--- src/rtl/i2c_tgt_pkg.sv ---
package i2c_tgt_pkg;
  localparam int BYTE_W = 8;
  localparam int ADDR_W = BYTE_W - 1;

  typedef enum logic [2:0] {
    ST_IDLE,
    ST_ADDR,
    ST_DECIDE,
    ST_ACK,
    ST_DATA,
    ST_HOLD,
    ST_SKIP
  } tgt_state_e;

  // address field is all zero and direction is write
  function automatic logic is_gcall(logic [BYTE_W-1:0] b);
    return (b == '0);
  endfunction

  // does this address byte select us
  function automatic logic addr_accept(logic [BYTE_W-1:0] b,
                                       logic [ADDR_W-1:0] own,
                                       logic gc_on);
    if (b[BYTE_W-1:1] == '0) return gc_on && !b[0];
    return (b[BYTE_W-1:1] == own);
  endfunction

  function automatic logic start_cond(logic scl_now, logic scl_was,
                                      logic sda_now, logic sda_was);
    return scl_now && scl_was && sda_was && !sda_now;
  endfunction

  function automatic logic stop_cond(logic scl_now, logic scl_was,
                                     logic sda_now, logic sda_was);
    return scl_now && scl_was && !sda_was && sda_now;
  endfunction
endpackage

--- src/rtl/i2c_tgt_filter.sv ---
module i2c_tgt_filter #(
  parameter int FILT_N = 2
) (
  input  logic clk,
  input  logic rst_n,
  input  logic raw,
  output logic level
);
  logic [FILT_N-1:0] hist;

  always_ff @(posedge clk or negedge rst_n) begin
    if (!rst_n) begin
      hist  <= '1;
      level <= 1'b1;
    end else begin
      hist <= {hist[FILT_N-2:0], raw};
      if (&hist)       level <= 1'b1;
      else if (~|hist) level <= 1'b0;
    end
  end
endmodule

--- src/rtl/i2c_tgt_cond.sv ---
module i2c_tgt_cond
  import i2c_tgt_pkg::*;
(
  input  logic clk,
  input  logic rst_n,
  input  logic scl_f,
  input  logic sda_f,
  output logic start_ev,
  output logic stop_ev,
  output logic scl_rise,
  output logic scl_fall,
  output logic bus_busy
);
  logic scl_p, sda_p;

  always_ff @(posedge clk or negedge rst_n) begin
    if (!rst_n) begin
      scl_p <= 1'b1;
      sda_p <= 1'b1;
    end else begin
      scl_p <= scl_f;
      sda_p <= sda_f;
    end
  end

  assign start_ev = start_cond(scl_f, scl_p, sda_f, sda_p);
  assign stop_ev  = stop_cond(scl_f, scl_p, sda_f, sda_p);
  assign scl_rise = scl_f && !scl_p;
  assign scl_fall = !scl_f && scl_p;

  always_ff @(posedge clk or negedge rst_n) begin
    if (!rst_n)        bus_busy <= 1'b0;
    else if (start_ev) bus_busy <= 1'b1;
    else if (stop_ev)  bus_busy <= 1'b0;
  end
endmodule

--- src/rtl/i2c_tgt_engine.sv ---
module i2c_tgt_engine
  import i2c_tgt_pkg::*;
(
  input  logic              clk,
  input  logic              rst_n,
  input  logic              start_ev,
  input  logic              stop_ev,
  input  logic              scl_rise,
  input  logic              scl_fall,
  input  logic              sda_f,
  input  logic [ADDR_W-1:0] own_addr,
  input  logic              gc_en,
  input  logic              dec_valid,
  input  logic              dec_ack,
  input  logic              rx_ready,
  output logic              scl_oe,
  output logic              sda_oe,
  output logic              addr_req,
  output logic              addr_rw,
  output logic              addr_gc,
  output logic [BYTE_W-1:0] rx_data,
  output logic              rx_valid,
  output logic              byte_full
);
  localparam int CNT_W = $clog2(BYTE_W + 1);

  tgt_state_e        state;
  logic [CNT_W-1:0]  cnt;
  logic [BYTE_W-1:0] sh;
  logic              acked;

  assign byte_full = (cnt == CNT_W'(BYTE_W));

  always_ff @(posedge clk or negedge rst_n) begin
    if (!rst_n) begin
      state    <= ST_IDLE;
      cnt      <= '0;
      sh       <= '0;
      acked    <= 1'b0;
      scl_oe   <= 1'b0;
      sda_oe   <= 1'b0;
      addr_req <= 1'b0;
      addr_rw  <= 1'b0;
      addr_gc  <= 1'b0;
      rx_data  <= '0;
      rx_valid <= 1'b0;
    end else if (start_ev) begin
      state    <= ST_ADDR;
      cnt      <= '0;
      scl_oe   <= 1'b0;
      sda_oe   <= 1'b0;
      addr_req <= 1'b0;
      rx_valid <= 1'b0;
    end else if (stop_ev) begin
      state    <= ST_IDLE;
      cnt      <= '0;
      scl_oe   <= 1'b0;
      sda_oe   <= 1'b0;
      addr_req <= 1'b0;
      rx_valid <= 1'b0;
    end else begin
      case (state)
        ST_ADDR, ST_DATA: begin
          if (scl_rise && !byte_full) begin
            sh  <= {sh[BYTE_W-2:0], sda_f};
            cnt <= cnt + CNT_W'(1);
          end else if (scl_fall && byte_full) begin
            cnt <= '0;
            if (state == ST_ADDR) begin
              if (addr_accept(sh, own_addr, gc_en)) begin
                addr_req <= 1'b1;
                addr_rw  <= sh[0];
                addr_gc  <= is_gcall(sh);
                scl_oe   <= 1'b1;
                state    <= ST_DECIDE;
              end else begin
                state <= ST_SKIP;
              end
            end else begin
              rx_data  <= sh;
              rx_valid <= 1'b1;
              scl_oe   <= 1'b1;
              state    <= ST_HOLD;
            end
          end
        end
        ST_DECIDE: begin
          if (dec_valid) begin
            addr_req <= 1'b0;
            sda_oe   <= dec_ack;
            acked    <= dec_ack;
            scl_oe   <= 1'b0;
            state    <= ST_ACK;
          end
        end
        ST_HOLD: begin
          if (rx_ready) begin
            rx_valid <= 1'b0;
            sda_oe   <= 1'b1;
            acked    <= 1'b1;
            scl_oe   <= 1'b0;
            state    <= ST_ACK;
          end
        end
        ST_ACK: begin
          if (scl_fall) begin
            sda_oe <= 1'b0;
            state  <= (acked && !addr_rw) ? ST_DATA : ST_SKIP;
          end
        end
        default: ;
      endcase
    end
  end
endmodule

--- src/rtl/i2c_tgt_front.sv ---
module i2c_tgt_front
  import i2c_tgt_pkg::*;
#(
  parameter int FILT_N = 2
) (
  input  logic              clk,
  input  logic              rst_n,
  input  logic              scl_i,
  input  logic              sda_i,
  output logic              scl_oe,
  output logic              sda_oe,
  input  logic [ADDR_W-1:0] own_addr,
  input  logic              gc_en,
  output logic              bus_busy,
  output logic              addr_req,
  output logic              addr_rw,
  output logic              addr_gc,
  input  logic              dec_valid,
  input  logic              dec_ack,
  output logic [BYTE_W-1:0] rx_data,
  output logic              rx_valid,
  input  logic              rx_ready
);
  localparam int NLINE = 2;

  logic [NLINE-1:0] raw_lines;
  logic [NLINE-1:0] filt_lines;
  logic scl_f, sda_f;
  logic start_ev, stop_ev, scl_rise, scl_fall, byte_full;

  assign raw_lines = {scl_i, sda_i};

  for (genvar g = 0; g < NLINE; g++) begin : g_filt
    i2c_tgt_filter #(.FILT_N(FILT_N)) u_filt (
      .clk   (clk),
      .rst_n (rst_n),
      .raw   (raw_lines[g]),
      .level (filt_lines[g])
    );
  end

  assign scl_f = filt_lines[1];
  assign sda_f = filt_lines[0];

  i2c_tgt_cond u_cond (
    .clk      (clk),
    .rst_n    (rst_n),
    .scl_f    (scl_f),
    .sda_f    (sda_f),
    .start_ev (start_ev),
    .stop_ev  (stop_ev),
    .scl_rise (scl_rise),
    .scl_fall (scl_fall),
    .bus_busy (bus_busy)
  );

  i2c_tgt_engine u_eng (
    .clk       (clk),
    .rst_n     (rst_n),
    .start_ev  (start_ev),
    .stop_ev   (stop_ev),
    .scl_rise  (scl_rise),
    .scl_fall  (scl_fall),
    .sda_f     (sda_f),
    .own_addr  (own_addr),
    .gc_en     (gc_en),
    .dec_valid (dec_valid),
    .dec_ack   (dec_ack),
    .rx_ready  (rx_ready),
    .scl_oe    (scl_oe),
    .sda_oe    (sda_oe),
    .addr_req  (addr_req),
    .addr_rw   (addr_rw),
    .addr_gc   (addr_gc),
    .rx_data   (rx_data),
    .rx_valid  (rx_valid),
    .byte_full (byte_full)
  );
endmodule

--- config.mk ---
export PLATFORM = sky130hd
export DESIGN_NAME = i2c_tgt_front
export DESIGN_NICKNAME = d
export VERILOG_FILES = /design/src/rtl/i2c_tgt_pkg.sv /design/src/rtl/i2c_tgt_filter.sv /design/src/rtl/i2c_tgt_cond.sv /design/src/rtl/i2c_tgt_engine.sv /design/src/rtl/i2c_tgt_front.sv
export SDC_FILE = /design/constraint.sdc
export NUM_CORES = 1
export LEC_CHECK = 0
export ABC_AREA = 1
export BUFFER_PORTS_ARGS = -buffer_cell sky130_fd_sc_hd__buf_2
export CAP_MARGIN = 5
export CORE_ASPECT_RATIO = 1.2
export CORE_MARGIN = 2
export CORE_UTILIZATION = 40
export CTS_BUF_LIST = sky130_fd_sc_hd__clkbuf_8
export CTS_CLUSTER_DIAMETER = 60
export DETAILED_ROUTE_END_ITERATION = 10
export PLACE_DENSITY = 0.58
export SYNTH_ARGS = -nofsm -noshare
export SYNTH_HDL_FRONTEND = slang
export SYNTH_SLANG_ARGS = --single-unit
--- constraint.sdc ---
create_clock -name clk -period 2.1 [get_ports clk]
set_input_delay 0.42 -clock clk [delete_from_list [all_inputs] [get_ports clk]]
set_output_delay 0.42 -clock clk [all_outputs]
set_load 0.1 [all_outputs]
# After elaboration in Yosys (flattened, before gate mapping)
# Cells that the tools add are included.
classes:
  n_addsub: 1
  eq_ne: 20
  muxes: 65
  bitwise: 4
  n_reduce_logical: 44
ops:
  columns: ["operator", "count"]
  rows:
  - ["1-bit 2-to-1 mux", 44]
  - ["3-bit 2-to-1 mux", 9]
  - ["6-bit AND reduction", 4]
  - ["4-bit 2-to-1 mux", 5]
  - ["4-bit by 3-bit inequality test with 1-bit output, second input constant", 4]
  - ["4-bit inequality test, second input constant", 4]
  - ["3-bit one-hot mux with 4 select lines", 1]
  - ["4-bit nonzero test", 3]
  - ["1-bit logical AND", 11]
  - ["5-bit AND reduction", 2]
  - ["5-bit nonzero test", 2]
  - ["8-bit zero test", 1]
  - ["4-bit AND reduction", 2]
  - ["7-bit == test", 1]
  - ["1-bit zero test", 7]
  - ["7-bit zero test", 1]
  - ["7-bit AND reduction", 1]
  - ["3-bit by 2-bit == test with 1-bit output, second input constant", 2]
  - ["3-bit == test, second input constant", 2]
  - ["1-bit one-hot mux with 2 select lines", 3]
  - ["1-bit one-hot mux with 3 select lines", 2]
  - ["2-bit AND reduction", 3]
  - ["6-bit nonzero test", 1]
  - ["2-bit OR reduction", 3]
  - ["other kinds (10)", 16]
word_totals:
  reg_bits: 39
  inputBits: 15
  word_cells: 152

# Longest topological paths before layout
# Gate-level depths: netlist (run 1).
logic_depth:
  depth_word: 22
  mapped_depth: 12
  depth_no_buf: 12

# Hierarchy
# A second synthesis (run 1) with hierarchy kept.
unflattened:
  cells_unflattened: 264
  hier_area_um2: 2129.5
modules_own_cells:
  columns: ["mod", "instances", "cells_per_inst", "area_each_um2"]
  rows:
  - ["i2c_tgt_engine", 1, 231, 1785.5]
  - ["i2c_tgt_filter", 2, 8, 106.4]
  - ["i2c_tgt_cond", 1, 17, 131.4]

# Worst setup path before layout (run 1)
# OpenSTA, ideal clock, no wires.
synth_timing:
  kind: "register to register"
  startpoint: "register u_eng.cnt[0]"
  endpoint: "register u_eng.rx_data[1]"
  arrival_time_ns: 1.452
  required_ns: 1.971
  setup_slack_ns: 0.519
  stages_incl_launch_ff: 11
  n_path_buf: 1
  synth_period_minus_slack_ns: 1.581
  cell_sequence: "dfrtp_1 > inv_1 > ha_1 > nand2_1 > nor2_1 > nand3_1 > inv_1 > nand4_2 > buf_2 > nand2_1 > o21ai_0"
synth_via:
  elab_chain_cells: 5
  word_cells_on_any_way: 6
  classes_between: "eq/ne (1); bitwise (1); reduce/logical (4)"
synth_lines:
  columns: ["element", "line", "rtl"]
  rows:
  - ["from (decl)", "i2c_tgt_engine.sv:28", "logic [CNT_W-1:0] cnt;"]
  - ["from (signal assigned)", "i2c_tgt_engine.sv:66", "cnt <= cnt + CNT_W'(1);"]
  - ["4-bit == test (*)", "i2c_tgt_engine.sv:32", "assign byte_full = (cnt == CNT_W'(BYTE_W));"]
  - ["1-bit zero test", "i2c_tgt_engine.sv:64", "if (scl_rise && !byte_full) begin"]
  - ["1-bit logical AND", "i2c_tgt_engine.sv:64", null]
  - ["1-bit NOT (no source line)", null, null]
  - ["6-bit AND reduction (no source line) (*)", null, null]
  - ["to (signal assigned)", "i2c_tgt_engine.sv:80", "rx_data <= sh;"]
  - ["to (decl)", "i2c_tgt_engine.sv:21", "output logic [BYTE_W-1:0] rx_data,"]
# Every way passes the cells marked *; elsewhere a longest branch is shown, timed or not.
# A chain may end at the register's enable or synchronous reset.

# Final worst setup path (run 1)
# Same ends and word-level chain as after synthesis.

==> summary.txt, run 1 <==
Status
  • Status: finished, final reports clean

Logic synthesis
  • Seq cells post-synth: 39
  • Syn Area/Cell: 8.31 um^2
  • Yosys warns: 0
  • Post-Syn Area: 1950 um^2
  • Post-Synth XOR/XNOR Area: 0.0269
  • Simple-gate portion of the synthesized area: 0.272
  • Syn_nets: 254
  • Post-Synth Adder-Cell Area: 0.0256
  • Sequential area share after synthesis: 0.505
  • Post-synthesis cell count: 235
  • Post-synthesis mux area share: 0.00577
  • Complex-gate fraction of the synthesized area: 0.0981
  • Largest family of logic cells by synthesized area: simple AND/OR/NAND/NOR gates
  • Netlist cell types: 29

Global routing
  • GRT Overall Usage: 0.167
  • Grt met1 use: 0.203
  • Number of global-route vias before repair: 1,562
  • GR Util met3: 0.0336
  • GRT Max-Usage Layer: met2
  • Total congestion overflow: 0
  • Initial antenna violation count: 0
  • Largest net degree at the start of global routing: 40
  • Global-route wire length before repair: 6870 um
  • Met2 Usage GRT: 0.283

Route
  • Via count: 1,598
  • Routed WL: 3860 um
  • DRT antenna net count: 0
  • DR pass1 iterations: 4
  • Vias/cell: 4.84
  • WL/cell: 11.7 um
  • DRT iter0 DRCs: 88
  • DRC Markers: 0

STA
  • Actual slew at the worst max-slew pin: 0.491 ns
  • Final Hold Viols: 0
  • Tcrit/Tclk final: 0.864
  • Skew final: 0.00289 ns
  • Final Slew Violations: 0
  • Final setup viols: 0
  • RSZ-0062 raised after global routing: no
  • Fmax achieved: 551 MHz
  • Fin Setup TNS: 0 ns
  • Worst relative slew slack: 0.673
  • Fin crit period: 1.81 ns

Setup path
  • Critical path's top delay family: simple AND/OR/NAND/NOR gates
  • Critical-path maximum fanout: 10
  • Req. time, crit path: 2.28 ns
  • CP Launch Type: flip-flop
  • CP Class: flip-flop to flip-flop
  • Worst Path Buf+Inv: 3
  • CP Cell Sequence: inv_1 > ha_1 > nand2_1 > nor2_1 > nand3_1 > inv_1 > nand4_2 > buf_4 > nand2_1 > o21ai_0
  • Max stage delay on crit path: 0.39 ns
  • Critical Path End Type: flip-flop
  • Slowest CP cell: dfrtp_1
  • Critical path arrival: 1.99 ns

Cells and area
  • Most common cell after layout, fill and taps aside: nand2_1
  • P&R area growth vs syn: 18.4%
  • Layout cells sized above 1: 0.246
  • Commonest cells after routing, fill and taps aside: nand2_1, dfrtp_1, buf_2
  • Final Util: 0.499
  • NumNets Final: 290
  • Antenna fix cells: 0

Die
  • Die ar.: 5460 um^2
  • IO Count: 30
  • Starting Density: 0.422
  • Die Height: 80.5 um
  • Row cnt: 27
  • Core area: 4630 um^2
  • Die X-Extent: 67.8 um

Hold path
  • HP Class: primary input to async pin

Pwr
  • Sw Share: 0.454
  • Power share of the combinational group: 0.455
  • Pwr/cell area: 1480 nW/um^2
  • P_leak: 1.19 nW
  • Peak supply drop: 0.000533 V
  • Clock power share: 0.218
  • Net Sw Power: 1.56 mW
  • Power Internal: 1.87 mW
  • Seq pwr share: 0.327

Clock network
  • Clock Pin Slew Worst Setup and Hold Paths: 0.08 ns
  • CTS Sinks: 39
  • Max Buffers Root-to-Sink: 2
  • Setup Buffers After CTS: 0
  • Cts hold-fix bufs: 0
  • CTS root buf: clkbuf_8
  • TritonCTS Buffers: 5
  • Post-cts sizing count: 0
  • TritonCTS clock tree: built
  • H-tree depth: 2
  • Clk Latency, worst-skew pair: 0.29 ns

Placed design
  • RePlAce Congestion: 0.863
  • DP Wirelength: 2920 um
  • Port bufs: 29

Flow run
  • Max-cap violations: 0
## through the flow
| step | hold slack, ns | setup slack [ns] | instance area, um^2 | std cells | total power, mW |
|---|---|---|---|---|---|
| after detailed placement | 0.359 | 0.267 | 2170 | 322 | 2.70 |
| after global routing | 0.205 | 0.0413 | 2310 | 330 | 3.73 |
| after CTS | 0.186 | 0.266 | 2310 | 330 | 3.46 |
| final | 0.170 | 0.286 | 2310 | 330 | 3.43 |
| after floorplan | 0.124 | 0.519 | 1950 | 235 | 2.38 |
| after global placement | 0.361 | 0.344 | 2170 | 322 | 2.68 |
## cell families (layout without fill, tap and decap cells)
group | after synthesis | count (layout)
AND/OR/NAND/NOR | 115 | 115
flip-flops | 39 | 39
XOR/XNOR | 6 | 6
buffers and inverters | 34 | 71
AO/OA/AOI/OAI | 36 | 36
adder cells (fa/ha/maj) | 4 | 4
multiplexers | 1 | 1
## power groups by stage
stage	registers, mW	logic [mW]	clock network [mW]
5_1_grt	1.15	1.79	0.794
3_5_place_dp	1.13	1.57	0
2_1_floorplan	1.46	0.929	0
4_1_cts	1.12	1.58	0.766
6_report	1.12	1.56	0.748
3_3_place_gp	1.13	1.55	0
## cell type report
class,count,area [um^2]
Tap cell,58,72.6
Sequential cell,39,986
Fill cell,452,2320
Multi-Input combinational cell,162,836
Clock inverter,3,67.6
Timing Repair Buffer,31,160
Clock buffer,5,68.8
Inverter,32,120
## routing by layer
| metal | wire length, um | vias up |
|---|---|---|
| li1 | - | 822 |
| met1 | 1780 | 740 |
| met2 | 1860 | 29 |
| met3 | 140 | 7 |
| met4 | 84 | 0 |
| met5 | 0 | - |
## state kept, by name, indices dropped and copies added (netlist names), 2 cells and up
signal / cells
u_eng.rx_data: 8
u_eng.sh: 8
g_filt.u_filt.hist: 4
u_eng.cnt: 4
u_eng.state: 3
g_filt.u_filt.level: 2
## cells in the mapped netlist
master | number | share of area
ha_1 | 4 | 0.026
a21boi_0 | 1 | 0.0038
xnor2_1 | 4 | 0.018
inv_2 | 4 | 0.0077
o31ai_1 | 1 | 0.0038
dfrtp_1 | 31 | 0.40
nand4_1 | 6 | 0.019
dfstp_2 | 8 | 0.11
inv_1 | 28 | 0.054
nand2_4 | 1 | 0.0058
nor2_2 | 3 | 0.0096
nor2_4 | 2 | 0.012
a21oi_2 | 1 | 0.0045
o21ai_0 | 22 | 0.056
nand4_2 | 1 | 0.0064
xor2_1 | 2 | 0.0090
nand3_2 | 1 | 0.0051
and3_1 | 2 | 0.0064
nor4_1 | 1 | 0.0032
nor2_1 | 24 | 0.046
mux2_2 | 1 | 0.0058
nand3_1 | 11 | 0.028
o21ai_1 | 5 | 0.013
nand2_2 | 6 | 0.019
a21oi_1 | 5 | 0.013
nand2_1 | 55 | 0.11
nor3_1 | 2 | 0.0051
buf_2 | 2 | 0.0051
a211oi_1 | 1 | 0.0038
## final timing paths
kind,end,slack [ns],cells past startpoint,startpoint
worst max-delay path,u_eng.rx_data[1]$_DFFE_PN0P_,0.29,10,u_eng.cnt[0]$_DFFE_PN0P_
worst min-delay path,u_eng.sh[7]$_DFFE_PN0P_,0.17,2,rst_n
worst max register to register,u_eng.rx_data[1]$_DFFE_PN0P_,0.29,10,u_eng.cnt[0]$_DFFE_PN0P_
worst min register to register,g_filt[1].u_filt.hist[1]$_DFF_PN1_,0.37,0,g_filt[1].u_filt.hist[0]$_DFF_PN1_
max in group asynchronous,g_filt[1].u_filt.level$_DFFE_PN1P_,1.56,2,rst_n
min in group clk,g_filt[0].u_filt.hist[0]$_DFF_PN1_,0.22,1,sda_i
No activity file was read; power rests on OpenSTA's default activity.
==> run 2, diff against run 1 <==
==> constraint.sdc (replaced) <==
create_clock -name clk -period 1.7 [get_ports clk]
set_input_delay 0.34 -clock clk [delete_from_list [all_inputs] [get_ports clk]]
set_output_delay 0.34 -clock clk [all_outputs]
set_load 0.1 [all_outputs]
==> summary.txt, run 2 (synthesis gave the netlist of run 1 again) <==
Status
  • Status: finished, final reports clean

STA
  • Final setup viols: 0 (unchanged)
  • Final Hold Viols: 0 (unchanged)
  • Worst relative slew slack: 0.673 (about the same)
  • Fin Setup TNS: 0 ns (unchanged)
  • Actual slew at the worst max-slew pin: 0.491 ns (+0.0000815 ns)
  • Final Slew Violations: 0 (unchanged)
  • Tcrit/Tclk final: 0.943 (+0.0794)
  • Fin crit period: 1.60 ns (-0.211 ns)
  • Skew final: 0.0105 ns (+0.00763 ns)
  • WHS: 0.0921 ns (-0.0782 ns)
  • RSZ-0062 raised after global routing: yes
  • Fmax achieved: 624 MHz (+13%)

Setup path
  • Worst reg-to-reg setup slack: 0.1 ns (-0.19 ns)
  • CP Launch Type: flip-flop
  • CP Cell Sequence: inv_2 > ha_4 > nand2_2 > nor2_4 > nand3_2 > buf_6 > nand2_1 > nand2_1 > nand2_2 > inv_1 > nor2_1 > a21oi_1
  • Critical path arrival: 1.77 ns (-0.22 ns)
  • Crit Reg-Reg Startpoint: u_eng.cnt[0]$_DFFE_PN0P_
  • Worst Setup SP: u_eng.cnt[0]$_DFFE_PN0P_
  • CP endpoint: u_eng.cnt[0]$_DFFE_PN0P_
  • Critical Path End Type: flip-flop
  • Critical-path maximum fanout: 5 (-5)
  • Max stage delay on crit path: 0.40 ns (about the same)
  • R2R depth: 12 (+2)
  • Reg2reg end: u_eng.cnt[0]$_DFFE_PN0P_
  • Slowest CP cell: dfrtp_1
  • WP depth: 12 (+2)
  • Req. time, crit path: 1.87 ns (-0.41 ns)
  • CP Class: flip-flop to flip-flop
  • Critical path's top delay family: simple AND/OR/NAND/NOR gates
  • Worst Path Buf+Inv: 3 (unchanged)

Global routing
  • Initial antenna violation count: 0 (unchanged)
  • Largest net degree at the start of global routing: 40 (unchanged)
  • GRT Overall Usage: 0.175 (+0.00833)
  • Number of global-route vias before repair: 1,634 (+4.6%)
  • Total congestion overflow: 0 (unchanged)
  • Global-route wire length before repair: 7200 um (+4.8%)

Cells and area
  • Most common cell after layout, fill and taps aside: nand2_1
  • Fill cell count: 447 (-1.1%)
  • Commonest cells after routing, fill and taps aside: nand2_1, dfrtp_1, buf_2
  • Layout cells sized above 1: 0.318 (+0.0717)
  • Largest registers: u_eng.rx_data x8, u_eng.sh x8
  • Reg area: 986 um^2 (unchanged)
  • NumNets Final: 301 (+3.8%)
  • Antenna fix cells: 0 (unchanged)
  • P&R area growth vs syn: 26.6%
  • Area of the multi-input gates: 913 um^2 (+9.3%)

Clock network
  • Clk Latency, worst-skew pair: 0.29 ns (about the same)
  • H-tree depth: 2 (unchanged)
  • CTS root buf: clkbuf_8
  • Clock Pin Slew Worst Setup and Hold Paths: 0.08 ns (about the same)
  • Cts hold-fix bufs: 0 (unchanged)
  • TritonCTS Buffers: 5 (unchanged)
  • TritonCTS clock tree: built
  • Max Buffers Root-to-Sink: 2 (unchanged)
  • CTS Sinks: 39 (unchanged)

Pwr
  • P_leak: 1.26 nW (+5.5%)
  • Power Internal: 2.40 mW (+28%)
  • Sw Share: 0.457 (+0.00306)
  • Clock power share: 0.207 (-0.011)
  • Pwr/cell area: 1790 nW/um^2 (+21%)
  • Seq pwr share: 0.314 (-0.013)
  • Power share of the combinational group: 0.479 (+0.024)
  • Net Sw Power: 2.02 mW (+30%)
  • Peak supply drop: 0.000652 V (+22%)

Placed design
  • Port bufs: 29 (unchanged)
  • DP Wirelength: 2950 um (+1.0%)
  • RePlAce Congestion: 0.881 (+2.1%)

Route
  • DRC Markers: 0 (unchanged)
  • Via count: 1,669 (+4.4%)
  • Vias/cell: 4.89 (+1.1%)
  • Routed WL: 4090 um (+5.8%)
  • WL/cell: 12.0 um (+2.4%)
  • DR pass1 iterations: 4 (unchanged)
  • DRT iter0 DRCs: 97 (+10%)
  • DRT antenna net count: 0 (unchanged)

Hold path
  • HP Class: primary input to async pin

Die
  • Core area: 4630 um^2 (unchanged)
  • Starting Density: 0.422 (unchanged)
  • Die Height: 80.5 um (unchanged)
  • Die ar.: 5460 um^2 (unchanged)
  • Die X-Extent: 67.8 um (unchanged)
  • Row cnt: 27 (unchanged)
  • IO Count: 30 (unchanged)

Flow run
  • Max-cap violations: 0 (unchanged)
==> run 2: worst min path at each step <==
stage / startpoint / endpoint / slack [ns]
after floorplan: rst_n / u_cond.bus_busy$_DFFE_PN0N_ / 0.04
after global placement: g_filt[1].u_filt.hist[0]$_DFF_PN1_ / g_filt[1].u_filt.hist[1]$_DFF_PN1_ / 0.36
after detailed placement: g_filt[1].u_filt.hist[0]$_DFF_PN1_ / g_filt[1].u_filt.hist[1]$_DFF_PN1_ / 0.36
after CTS: rst_n / u_eng.addr_req$_DFFE_PN0P_ / 0.11
after global routing: sda_i / g_filt[0].u_filt.hist[0]$_DFF_PN1_ / 0.13
final: rst_n / u_eng.sda_oe$_DFFE_PN0P_ / 0.09
==> run 2: timing repair <==
action                                  CTS  global route
buffers inserted                          0             5
resized for setup                         1            20
endpoints found under the setup margin    2            21
pin swaps                                 0             6
gates cloned                              0             0
==> run 2: layer usage <==
| metal | routed length (um) | track usage | share of wire | up-vias |
|---|---|---|---|---|
| met5 | 0 | 0 | 0 | - |
| met4 | 93 | 0.0820 | 0.023 | 0 |
| met3 | 135 | 0.0434 | 0.033 | 11 |
| met2 | 1960 | 0.270 | 0.48 | 31 |
| met1 | 1890 | 0.229 | 0.46 | 772 |
| li1 | - | - | - | 855 |
==> run 2: per-stage QoR <==
stage                util  total power [mW]  area, um^2  worst slack [ns]  cells
detailed placement  0.480              3.37        2220            0.0132    328
CTS                 0.510              4.31        2360            0.0240    336
finish              0.534              4.42        2470            0.0964    341
floorplan               -              2.94        1950             0.119    235
global placement    0.480              3.36        2220            0.0508    328
global route        0.534              4.80        2470           -0.0251    341
==> run 2: power groups by stage <==
stage | logic, mW | clock network, mW | registers [mW]
2_1_floorplan | 1.15 | 0 | 1.80
3_3_place_gp | 1.96 | 0 | 1.40
3_5_place_dp | 1.97 | 0 | 1.40
4_1_cts | 1.99 | 0.940 | 1.38
5_1_grt | 2.39 | 0.982 | 1.43
6_report | 2.11 | 0.914 | 1.39
==> run 2: area by class of cell <==
class / instances / share of cell area
Timing Repair Buffer: 42 / 0.0997
Clock buffer: 5 / 0.0278
Inverter: 32 / 0.0486
Tap cell: 58 / 0.0294
Multi-Input combinational cell: 162 / 0.370
Clock inverter: 3 / 0.0258
Sequential cell: 39 / 0.399
==> run 3, diff against run 2 <==
==> constraint.sdc (replaced) <==
create_clock -name clk -period 2.05 [get_ports clk]
set_input_delay 0.41 -clock clk [delete_from_list [all_inputs] [get_ports clk]]
set_output_delay 0.41 -clock clk [all_outputs]
set_load 0.1 [all_outputs]
==> summary.txt, run 3 (synthesis gave the netlist of run 1 again) <==
Clock network
  • TritonCTS Buffers: 5 (unchanged)
  • Clk Latency, worst-skew pair: 0.30 ns (about the same)
  • Clock Pin Slew Worst Setup and Hold Paths: 0.08 ns (about the same)
  • Cts hold-fix bufs: 0 (unchanged)
  • H-tree depth: 2 (unchanged)
  • TritonCTS clock tree: built
  • Max Buffers Root-to-Sink: 2 (unchanged)
  • Post-cts sizing count: 0 (-1)
  • CTS root buf: clkbuf_8
  • CTS Sinks: 39 (unchanged)
  • Setup Buffers After CTS: 0 (unchanged)

Die
  • Core area: 4630 um^2 (unchanged)
  • Starting Density: 0.422 (unchanged)
  • Die ar.: 5460 um^2 (unchanged)
  • IO Count: 30 (unchanged)
  • Die X-Extent: 67.8 um (unchanged)
  • Die Height: 80.5 um (unchanged)
  • Row cnt: 27 (unchanged)

Setup path
  • Worst reg-to-reg setup slack: 0.26 ns (+0.16 ns)
  • Crit Reg-Reg Startpoint: u_eng.cnt[0]$_DFFE_PN0P_
  • Critical path arrival: 1.97 ns (+0.20 ns)
  • CP Class: flip-flop to flip-flop
  • R2R depth: 10 (-2)
  • Req. time, crit path: 2.22 ns (+0.35 ns)
  • CP Launch Type: flip-flop
  • Reg2reg end: u_eng.rx_data[0]$_DFFE_PN0P_
  • Critical Path End Type: flip-flop
  • Critical-path maximum fanout: 10 (+5)

STA
  • Final Slew Violations: 0 (unchanged)
  • Worst relative slew slack: 0.668 (-0.00458)
  • RSZ-0062 raised after global routing: no
  • Fmax achieved: 557 MHz (-11%)
  • Actual slew at the worst max-slew pin: 0.498 ns (+0.00687 ns)
  • Final setup viols: 0 (unchanged)
  • Tcrit/Tclk final: 0.876 (-0.0677)
  • Final Hold Viols: 0 (unchanged)
  • Fin Setup TNS: 0 ns (unchanged)
  • Skew final: 0.00721 ns (-0.00332 ns)
  • Fin crit period: 1.79 ns (+0.191 ns)

Cells and area
  • Antenna fix cells: 0 (unchanged)
  • Layout cells sized above 1: 0.249 (-0.0689)
  • NumNets Final: 291 (-3.3%)
  • Most common cell after layout, fill and taps aside: nand2_1
  • Commonest cells after routing, fill and taps aside: nand2_1, dfrtp_1, buf_2
  • P&R area growth vs syn: 16.3%
  • Final cell count without fillers: 331 (-2.9%)
  • Largest registers: u_eng.rx_data x8, u_eng.sh x8

Global routing
  • Largest net degree at the start of global routing: 40 (unchanged)
  • Total congestion overflow: 0 (unchanged)
  • GRT Overall Usage: 0.183 (+0.00745)
  • Number of global-route vias before repair: 1,684 (+3.1%)
  • Global-route wire length before repair: 7490 um (+4.0%)
  • Initial antenna violation count: 0 (unchanged)

Route
  • DRC Markers: 0 (unchanged)
  • DRT antenna net count: 0 (unchanged)
  • Routed WL: 3990 um (-2.4%)
  • WL/cell: 12.0 um (+0.50%)
  • DRT iter0 DRCs: 147 (+52%)
  • DR pass1 iterations: 4 (unchanged)
  • Vias/cell: 4.79 (-2.2%)
  • Via count: 1,585 (-5.0%)

Pwr
  • Pwr/cell area: 1450 nW/um^2 (-19%)
  • Peak supply drop: 0.000778 V (+19%)
  • P_leak: 1.17 nW (-6.8%)

Placed design
  • Port bufs: 29 (unchanged)
  • Post-Place Cells: 323 (-1.5%)
  • RePlAce Congestion: 0.870 (-1.3%)
  • DP Wirelength: 2980 um (+0.87%)

Status
  • Status: finished, final reports clean

Hold path
  • HP Class: primary input to async pin

Flow run
  • Max-cap violations: 0 (unchanged)
[run 3: cell count changes in the layout (fill, tap and decap cells not counted), sizes merged]
cell / before / now
buf: 42 / 32
clkinvlp: 0 / 2
inv: 33 / 32
bufinv: 2 / 0
clkinv: 0 / 1
[run 3: per-layer routing]
| metal | up-vias | track usage | routed length (um) |
|---|---|---|---|
| li1 | 830 | - | - |
| met1 | 716 | 0.236 | 1860 |
| met2 | 29 | 0.291 | 1880 |
| met3 | 10 | 0.0434 | 147 |
| met4 | 0 | 0.0720 | 103 |
| met5 | - | 0 | 0 |
[run 3: cell type report]
| type | count | area (um^2) |
|---|---|---|
| clock buffers | 5 | 68.8 |
| clock inverters | 3 | 20.0 |
| fillers | 437 | 2360 |
| inverters | 32 | 120 |
| multi-input cells | 162 | 836 |
| flip-flops and latches | 39 | 986 |
| well taps | 58 | 72.6 |
| repair buffers | 32 | 168 |
[run 3: power breakdown]
group          switching [mW]  internal [mW]  leakage [nW]
Combinational            1.16          0.451         0.640
Clock                   0.288          0.237        0.0402
Sequential              0.168          0.980         0.492
[run 3: worst max-delay path: stages (launching register included)]
cell and delay, ns:
dfrtp_1 0.38, inv_1 0.11, ha_1 0.16, nand2_1 0.05, nor2_1 0.15, nand3_1 0.11
inv_1 0.10, nand4_2 0.23, buf_4 0.25, nand2_1 0.05, o21ai_0 0.07
[run 3: worst max-delay path by stage]
| stage | startpoint | end | slack [ns] | cells after the start |
|---|---|---|---|---|
| after CTS | u_eng.cnt[0]$_DFFE_PN0P_ | u_eng.rx_data[0]$_DFFE_PN0P_ | 0.26 | 10 |
| after global placement | u_eng.cnt[0]$_DFFE_PN0P_ | u_eng.cnt[3]$_DFFE_PN0P_ | 0.34 | 12 |
| after detailed placement | u_eng.cnt[0]$_DFFE_PN0P_ | u_eng.rx_data[2]$_DFFE_PN0P_ | 0.26 | 9 |
| after floorplan | u_eng.cnt[0]$_DFFE_PN0P_ | u_eng.rx_data[1]$_DFFE_PN0P_ | 0.47 | 10 |
| final | u_eng.cnt[0]$_DFFE_PN0P_ | u_eng.rx_data[0]$_DFFE_PN0P_ | 0.26 | 10 |
| after global routing | u_eng.cnt[0]$_DFFE_PN0P_ | u_eng.cnt[3]$_DFFE_PN0P_ | 0.06 | 12 |
[run 3: stage by stage]
stage	power (mW)	area (um^2)	setup slack [ns]	hold slack, ns	utilization
2_1_floorplan	2.44	1950	0.469	0.114	-
3_3_place_gp	2.77	2180	0.337	0.361	0.471
3_5_place_dp	2.78	2180	0.262	0.362	0.471
4_1_cts	3.32	2270	0.255	0.176	0.491
5_1_grt	3.62	2270	0.0555	0.187	0.491
6_report	3.28	2270	0.255	0.159	0.491
